### src/rtl/txq_dma_req.sv
module txq_dma_req #(
  parameter int DEPTH = 24,
  parameter int NREQ  = 8,
  parameter int WCW   = 16
) (
  input  logic            clk,
  input  logic            rst_n,
  input  logic            cfg_en,
  input  logic [2:0]      cfg_thr,
  input  logic [WCW-1:0]  cfg_wc,
  input  logic            cfg_wc_load,
  input  logic [2:0]      cfg_req_sel,
  input  logic            wr_valid,
  input  logic [31:0]     wr_data,
  output logic            wr_ready,
  input  logic            rd_en,
  output logic [31:0]     rd_data,
  output logic            rd_avail,
  output logic [NREQ-1:0] dma_req,
  output logic            cfg_err
);
  localparam int CW = $clog2(DEPTH + 1);
  localparam int PW = (DEPTH > 1) ? $clog2(DEPTH) : 1;
  localparam int BW = WCW + 1;
  localparam logic [31:0] DEPTH_U = 32'(DEPTH);
  localparam logic [PW-1:0] LAST = PW'(DEPTH - 1);

  logic [31:0]   mem [DEPTH];
  logic [PW-1:0] wp, rp;
  logic [CW-1:0] level;
  logic [BW-1:0] bytes;
  logic          en_q;

  logic [31:0] thr_w, free_w;
  logic [BW-1:0] wc_x, bytes_inc;
  logic push, pop, done, rearm, req;

  assign push     = wr_valid & wr_ready;
  assign pop      = rd_en & rd_avail;
  assign wr_ready = level != CW'(DEPTH);
  assign rd_avail = level != '0;
  assign rd_data  = mem[rp];

  assign thr_w   = 32'd1 << cfg_thr;
  assign free_w  = DEPTH_U - 32'(level);
  assign cfg_err = (thr_w > DEPTH_U) || ((DEPTH_U & (thr_w - 32'd1)) != 32'd0);

  assign wc_x      = {1'b0, cfg_wc};
  assign bytes_inc = bytes + BW'(4);
  assign done      = bytes >= wc_x;
  assign rearm     = cfg_wc_load | (cfg_en & ~en_q);
  assign req       = cfg_en & ~cfg_err & ~done & (free_w >= thr_w);

  for (genvar i = 0; i < NREQ; i++) begin : g_line
    assign dma_req[i] = req && (cfg_req_sel == 3'(i));
  end

  always_ff @(posedge clk) begin
    if (push) mem[wp] <= wr_data;
  end

  always_ff @(posedge clk or negedge rst_n) begin
    if (!rst_n) begin
      wp    <= '0;
      rp    <= '0;
      level <= '0;
      bytes <= '0;
      en_q  <= 1'b0;
    end else begin
      en_q <= cfg_en;
      if (push) wp <= (wp == LAST) ? '0 : wp + PW'(1);
      if (pop)  rp <= (rp == LAST) ? '0 : rp + PW'(1);
      case ({push, pop})
        2'b10:   level <= level + CW'(1);
        2'b01:   level <= level - CW'(1);
        default: level <= level;
      endcase
      if (rearm)
        bytes <= '0;
      else if (push && !done)
        bytes <= (bytes_inc >= wc_x) ? wc_x : bytes_inc;
    end
  end
endmodule

### config.mk
export PLATFORM = sky130hd
export DESIGN_NAME = txq_dma_req
export DESIGN_NICKNAME = d
export VERILOG_FILES = /design/src/rtl/txq_dma_req.sv
export SDC_FILE = /design/constraint.sdc
export NUM_CORES = 1
export LEC_CHECK = 0
export BUFFER_PORTS_ARGS = -buffer_cell sky130_fd_sc_hd__buf_4
export CORE_ASPECT_RATIO = 0.7
export CORE_MARGIN = 10
export CORE_UTILIZATION = 56
export CTS_BUF_LIST = sky130_fd_sc_hd__clkbuf_16
export DETAILED_ROUTE_END_ITERATION = 10
export GPL_TIMING_DRIVEN = 0
export MAX_ROUTING_LAYER = met4
export PLACE_DENSITY = 0.8
export SYNTH_ARGS = -nofsm -noshare
export SYNTH_HDL_FRONTEND = slang
export SYNTH_SLANG_ARGS = --single-unit
export TNS_END_PERCENT = 5
### constraint.sdc
create_clock -name clk -period 3.5 [get_ports clk]
set_clock_uncertainty 0.05 [all_clocks]
set_input_delay 0.35 -clock clk [delete_from_list [all_inputs] [get_ports clk]]
set_output_delay 0.35 -clock clk [all_outputs]
set_load 0.1 [all_outputs]
==> results of run 1 <==
==> repair_timing <==
action | in CTS | in global routing
resized for setup | 205 | 113
setup buffers | 10 | 28
pin swaps | 3 | 27
endpoints found under the setup margin | 56 | 56
hold buffers | 8 | 0
hold endpoints to repair | 39 | 0
cloned | 0 | 5
==> final timing paths <==
check,start,cells past startpoint,end,slack [ns]
max in group asynchronous,rst_n,2,level[1],2.80
min in group asynchronous,rst_n,2,bytes[6],0.18
hold / removal,wr_data[11],1,mem[20][11],0.04
setup reg to reg,bytes[2],12,bytes[0],0
hold reg to reg,bytes[0],2,bytes[0],0.51
setup / recovery,rp[0],9,rd_data[22],-0.12
==> through the flow <==
| stage | hold WS, ns | setup WS (ns) | instances |
|---|---|---|---|
| floorplan | 0.00441 | -0.811 | 1572 |
| global placement | 0.286 | -1.69 | 2423 |
| detailed placement | 0.297 | -0.768 | 2447 |
| CTS | 0.00416 | -0.0383 | 2594 |
| global route | 0.0373 | -0.144 | 2627 |
| finish | 0.0395 | -0.122 | 2627 |
==> cells by family after synthesis <==
family | after synthesis
flip-flops | 801
multiplexers | 257
AND/OR/NAND/NOR | 203
AO/OA/AOI/OAI | 128
buffers and inverters | 108
adder cells (fa/ha/maj) | 50
XOR/XNOR | 25
==> synth_stat cells (8+ instances only) <==
master / number
a21oi_1: 57
buf_1: 17
buf_2: 24
clkbuf_1: 30
dfrtp_1: 33
edfxtp_1: 768
ha_1: 49
inv_1: 34
mux2i_1: 33
mux4_2: 224
nand2_1: 44
nand2b_1: 9
nand3_1: 19
nand4_1: 8
nor2_1: 76
nor3_1: 10
o21ai_0: 34
or3_1: 8
xnor2_1: 15
xor2_1: 10
==> power by group <==
group | leakage (nW) | switching (W) | internal [W]
clock network | 1.17 | 0.00354 | 0.00430
registers | 7.34 | 0.000284 | 0.0112
logic | 4.38 | 0.00894 | 0.00547
==> layer usage <==
metal	routed length (um)	vias up	global-route usage, %
met2	41400	1234	38.1
met1	32100	9159	33.1
met5	0	-	-
met3	8070	205	4.50
li1	-	6998	-
met4	2740	0	7.01
==> state kept, by name, indices dropped and copies added, names as in the netlist <==
name,count
mem,768
rp,5
bytes,17
level,5
wp,5
en_q,1
==> cell type report <==
class | count | area [um^2] | share of cell area, %
antenna | 1 | 2.50 | 0.00646
timing repair buffer | 176 | 2090 | 5.40
buffer | 70 | 691 | 1.78
tap | 750 | 938 | 2.42
multi-input combinational | 663 | 8660 | 22.4
clock buffer | 77 | 1930 | 4.98
sequential | 801 | 23900 | 61.7
inverter | 35 | 134 | 0.346
clock inverter | 54 | 372 | 0.960
==> worst max-delay path, delay by kind of cell, from the launching register on <==
family                 cells  cell delay [ns]
muxes                      2             1.08
DFF                        1             0.43
buffers and inverters      5             0.85
and+or+nand+nor            1             0.15
AOI/OAI and AO/OA          1             0.06
==> impl_metrics.json, run 1 <==
{
  "outcome": "finished with violations",
  "violations": "setup timing",
  "final_cell_area_um2": 38700,
  "cts.reportedPaths.clkPinSlew_ns": 0.07,
  "slowest_stage": "mux4_2",
  "ant_nets": 0,
  "setup-tns-final_ns": -1.60,
  "seq_area_frac_synth_pct": 73.9,
  "worst_pin_slew_ns": 1.15,
  "worstSetupEndpointType": "output pin",
  "grt_max_degree": 34,
  "grt_pass1_vias": 17400,
  "synth_seq_cells": 801,
  "synth_compound_area_share_pct": 2.42,
  "cp.arrival_ns": 3.22,
  "clk_path_buf_depth": 3,
  "power.density_nw_per_um2": 870,
  "maxCapViolCount": 0,
  "synth_top_cell_area_share_pct": 71.3,
  "track_usage_pct": 24.5,
  "finalWorstSetupSlack_ns": -0.122,
  "yosys.area_share.simple_pct": 3.08,
  "synth_top_area_cell": "edfxtp_1",
  "slew_headroom_pct": 23.0,
  "synth-adder-area-share_pct": 1.96,
  "ir_worst_vdd_mv": 1.36,
  "die_w_um": 307,
  "cp_max_fo": 6,
  "numPortBuffers": 101,
  "crit_required_ns": 3.10,
  "async_flop_share_pct": 4.12,
  "hold_viol": 0,
  "synth_top_family_by_area": "multiplexers",
  "drc": 0,
  "grt-ovfl-total": 0,
  "syn-num-nets": 1682,
  "drt_iter0_drc": 2667,
  "antenna_found_initial": 1,
  "ios": 103,
  "power_w": 0.0337,
  "first_pass_iters": 5,
  "finalSetupViolCount": 31,
  "initial_utilization_pct": 56.7,
  "synth-main-ff-cell": "edfxtp_1",
  "period_share_pct": 103,
  "utilization_pct": 67.9,
  "period_minus_slack_ns": 3.62,
  "dp_hpwl_um": 48000,
  "synth_cells": 1572,
  "route.vias.total": 17600,
  "syn2layout_area_growth_pct": 19.7,
  "post_dp_cell_area_um2": 34800,
  "drv_slew": 0,
  "cts_buffers": 74,
  "synth.area.top_cells": "edfxtp_1, mux4_2, dfrtp_1, ha_1, mux2i_1",
  "cts_root_buf": "clkbuf_16",
  "rows": 73,
  "synth_xor_area_share_pct": 0.677,
  "fmax_ghz": 0.276,
  "die_h_um": 221,
  "dieArea_um2": 67900,
  "gp_congestion": 0.857,
  "final_cell_mix": "edfxtp_1, mux4_2, buf_4, clkbuf_16, a21oi_1",
  "synth_area_um2": 32300,
  "post_synth.cell_area_avg_um2": 20.6,
  "core_um2": 57000,
  "synth_warnings": 0,
  "synth_edf_count": 768,
  "via_per_inst": 6.70,
  "final_common_cell": "edfxtp_1",
  "ys_types": 58,
  "nets": 1931,
  "h-tree-depth": 3,
  "fillers": 3364,
  "wl_per_cell_um": 32.1,
  "muxShareOfSynthArea_pct": 16.6,
  "grt_pass1_wl_um": 119000,
  "startpoint_type": "register",
  "clk_latency_ns": 0.62,
  "wirelength_um": 84300,
  "cts_tree": "yes",
  "cts_sinks": 801,
  "slowest_delay_ns": 0.54,
  "worstSetupPathType": "register to output pin",
  "hold_class": "input port to register",
  "crit_chain": "buf_6, buf_12, buf_12, buf_16, mux4_2, mux4_2, nor2_4, a21oi_2, buf_6",
  "grt_setup_unrepaired": "true",
  "drive_gt1_share_pct": 35.6,
  "p_leak_nw": 12.9
}
(Power assumes the default switching activity.)
==> run 2, diff against run 1 <==
==> constraint.sdc (replaced) <==
create_clock -name clk -period 3.5 [get_ports clk]
set_clock_uncertainty 0.05 [all_clocks]
set_input_delay 0.175 -clock clk [delete_from_list [all_inputs] [get_ports clk]]
set_output_delay 0.175 -clock clk [all_outputs]
set_load 0.1 [all_outputs]
==> run 2 against run 1 <==
  * First-iteration DRC count shrank 1.4%
  * Cell area decreased by 0.85%
  * Worst hold slack worse by 0.038 ns
  * Combinational power decreased by 8%
  * Die area is the same
  * The run still ends with setup timing left
  * Non-clock buffer count rose by 18
  * Global-route usage is 0.059 points lower
  * Clock power barely moved
  * Register-to-register slack worse by 0.07 ns
  * Via count down 1.4%
  * Critical path type is now register to register
  * Cell count is 0.65% higher
==> impl_metrics.json, run 2 (synthesized netlist as in run 1, its figures left out) <==
{
  "outcome": "finished with violations",
  "violations": "setup timing",
  "ios": 103,
  "wirelength_um": 81600,
  "drt_iter0_drc": 2629,
  "antenna_cells": 0,
  "core_um2": 57000,
  "drive_gt1_share_pct": 32.4,
  "utilization_pct": 67.4,
  "final_common_cell": "edfxtp_1",
  "hold_start": "cfg_wc[14]",
  "initial_utilization_pct": 56.7,
  "cp.arrival_ns": 4.06,
  "maxCapViolCount": 0,
  "top_regs": "mem x768, bytes x17",
  "cts_sinks": 801,
  "numPortBuffers": 101,
  "cts.reportedPaths.clkPinSlew_ns": 0.07,
  "die_h_um": 221,
  "worstSetupPathType": "register to register",
  "worstSetupEndpointType": "register",
  "fillers": 3439,
  "dieArea_um2": 67900,
  "finalSetupViolCount": 3,
  "slew_headroom_pct": 18.2,
  "drc": 0,
  "first_pass_iters": 6,
  "route.vias.total": 17300,
  "setup-tns-final_ns": -0.133,
  "grt-ovfl-total": 0,
  "finalWorstSetupSlack_ns": -0.0660,
  "period_share_pct": 102,
  "die_w_um": 307,
  "hold_ws_ns": 0.00170,
  "h-tree-depth": 3,
  "hold_viol": 0,
  "grt_max_degree": 34,
  "ant_nets": 0,
  "grt_pass1_vias": 17400,
  "clk_path_buf_depth": 3,
  "largest_register_ffs": 768,
  "fmax_ghz": 0.280,
  "grt_pass1_wl_um": 119000,
  "grt_setup_unrepaired": "true",
  "dp_hpwl_um": 48000,
  "p_leak_nw": 12.8,
  "rr_worst_depth": 16,
  "worstReg2RegStart": "bytes[2]",
  "track_usage_pct": 24.4,
  "stdcell_count": 2644,
  "nets": 1949,
  "drv_slew": 0,
  "min_path_cells": 5,
  "reg2reg_slack_ns": -0.07,
  "cts_tree": "yes",
  "cts_root_buf": "clkbuf_16",
  "period_minus_slack_ns": 3.57,
  "crit_required_ns": 3.99,
  "worst_pin_slew_ns": 1.22,
  "hold_class": "input port to register",
  "largest_register": "mem",
  "ir_worst_vdd_mv": 1.34,
  "power.density_nw_per_um2": 845,
  "via_per_inst": 6.56,
  "placedCellCount": 2447,
  "gp_congestion": 0.857,
  "final_cell_mix": "edfxtp_1, mux4_2, buf_4, clkbuf_16, a21oi_1",
  "cts_buffers": 74,
  "startpoint_type": "register",
  "wl_per_cell_um": 30.9,
  "syn2layout_area_growth_pct": 18.7,
  "cp_max_fo": 5,
  "r2r-end": "bytes[13]",
  "rows": 73,
  "power_w": 0.0324,
  "antenna_found_initial": 0,
  "clk_latency_ns": 0.62,
  "whs_endpoint": "bytes[14]"
}
run 2: cell count changes in the layout (fill, tap and decap cells not counted), moves of 5 or more:
cell,before,now
a21oi_1,51,57
a21oi_2,7,1
buf_12,27,19
buf_16,18,12
buf_6,45,29
clkbuf_16,82,77
clkbuf_4,7,13
dlygate4sd3_1,8,49
nor2_1,31,44
nor2_4,35,25
o21ai_0,25,30
run 2: report_power, final:
part | internal (W) | switching, W
Sequential | 0.0112 | 0.000263
Clock | 0.00430 | 0.00350
Combinational | 0.00470 | 0.00851
Total | 0.0202 | 0.0123
run 2: how the worst max path moves through the flow:
stage	from	to	slack [ns]	cells after the start
global placement	level[0]	mem[19][18]	-1.69	8
finish	bytes[2]	bytes[13]	-0.07	16
global route	bytes[2]	bytes[13]	-0.19	16
CTS	rp[0]	rd_data[24]	-0.06	8
detailed placement	bytes[4]	bytes[6]	-0.77	14
floorplan	level[0]	dma_req[1]	-0.53	11
run 2: repair_timing:
item                                    4_1_cts  5_1_grt
resized for setup                           149       73
pin swaps                                     3       13
setup buffers                                 8       11
endpoints found under the setup margin       56       82
hold buffers                                 49        0
hold endpoints to repair                    818        0
run 2: final cells by class:
type,instances,area (um^2),share of cell area (%)
Clock inverter,54,372,0.968
Clock buffer,77,1930,5.02
Sequential cell,801,23900,62.3
Buffer,71,583,1.52
Timing Repair Buffer,193,2080,5.41
Tap cell,750,938,2.44
Inverter,35,134,0.349
Multi-Input combinational cell,663,8460,22.0
run 2: critical path, stage by stage, from the launching register on:
cell and delay, ns:
dfrtp_2 0.45, ha_4 0.20, and3_4 0.22, nand3_4 0.13, inv_4 0.10, nand3_4 0.09
xnor2_2 0.17, ha_1 0.34, a211oi_2 0.23, o21ai_1 0.12, a221oi_2 0.27, buf_4 0.19
o311ai_4 0.11, buf_4 0.20, o21ai_0 0.32, o21ai_2 0.10, o21ai_0 0.19
run 2: per-stage QoR:
step	setup WS (ns)	instance area, um^2
final	-0.0660	38400
after floorplan	-0.529	32400
after global placement	-1.69	34100
after detailed placement	-0.768	34800
after global routing	-0.190	38400
after CTS	-0.0577	38100
run 2: per-layer routing:
| metal | wire length, um | up-vias | track usage (%) | part of all wire, % |
|---|---|---|---|---|
| li1 | - | 7027 | - | - |
| met1 | 30900 | 9010 | 33.2 | 38 |
| met2 | 40200 | 1143 | 37.7 | 49 |
| met3 | 8030 | 164 | 4.67 | 9.8 |
| met4 | 2500 | 0 | 6.92 | 3.1 |
| met5 | 0 | - | - | 0 |
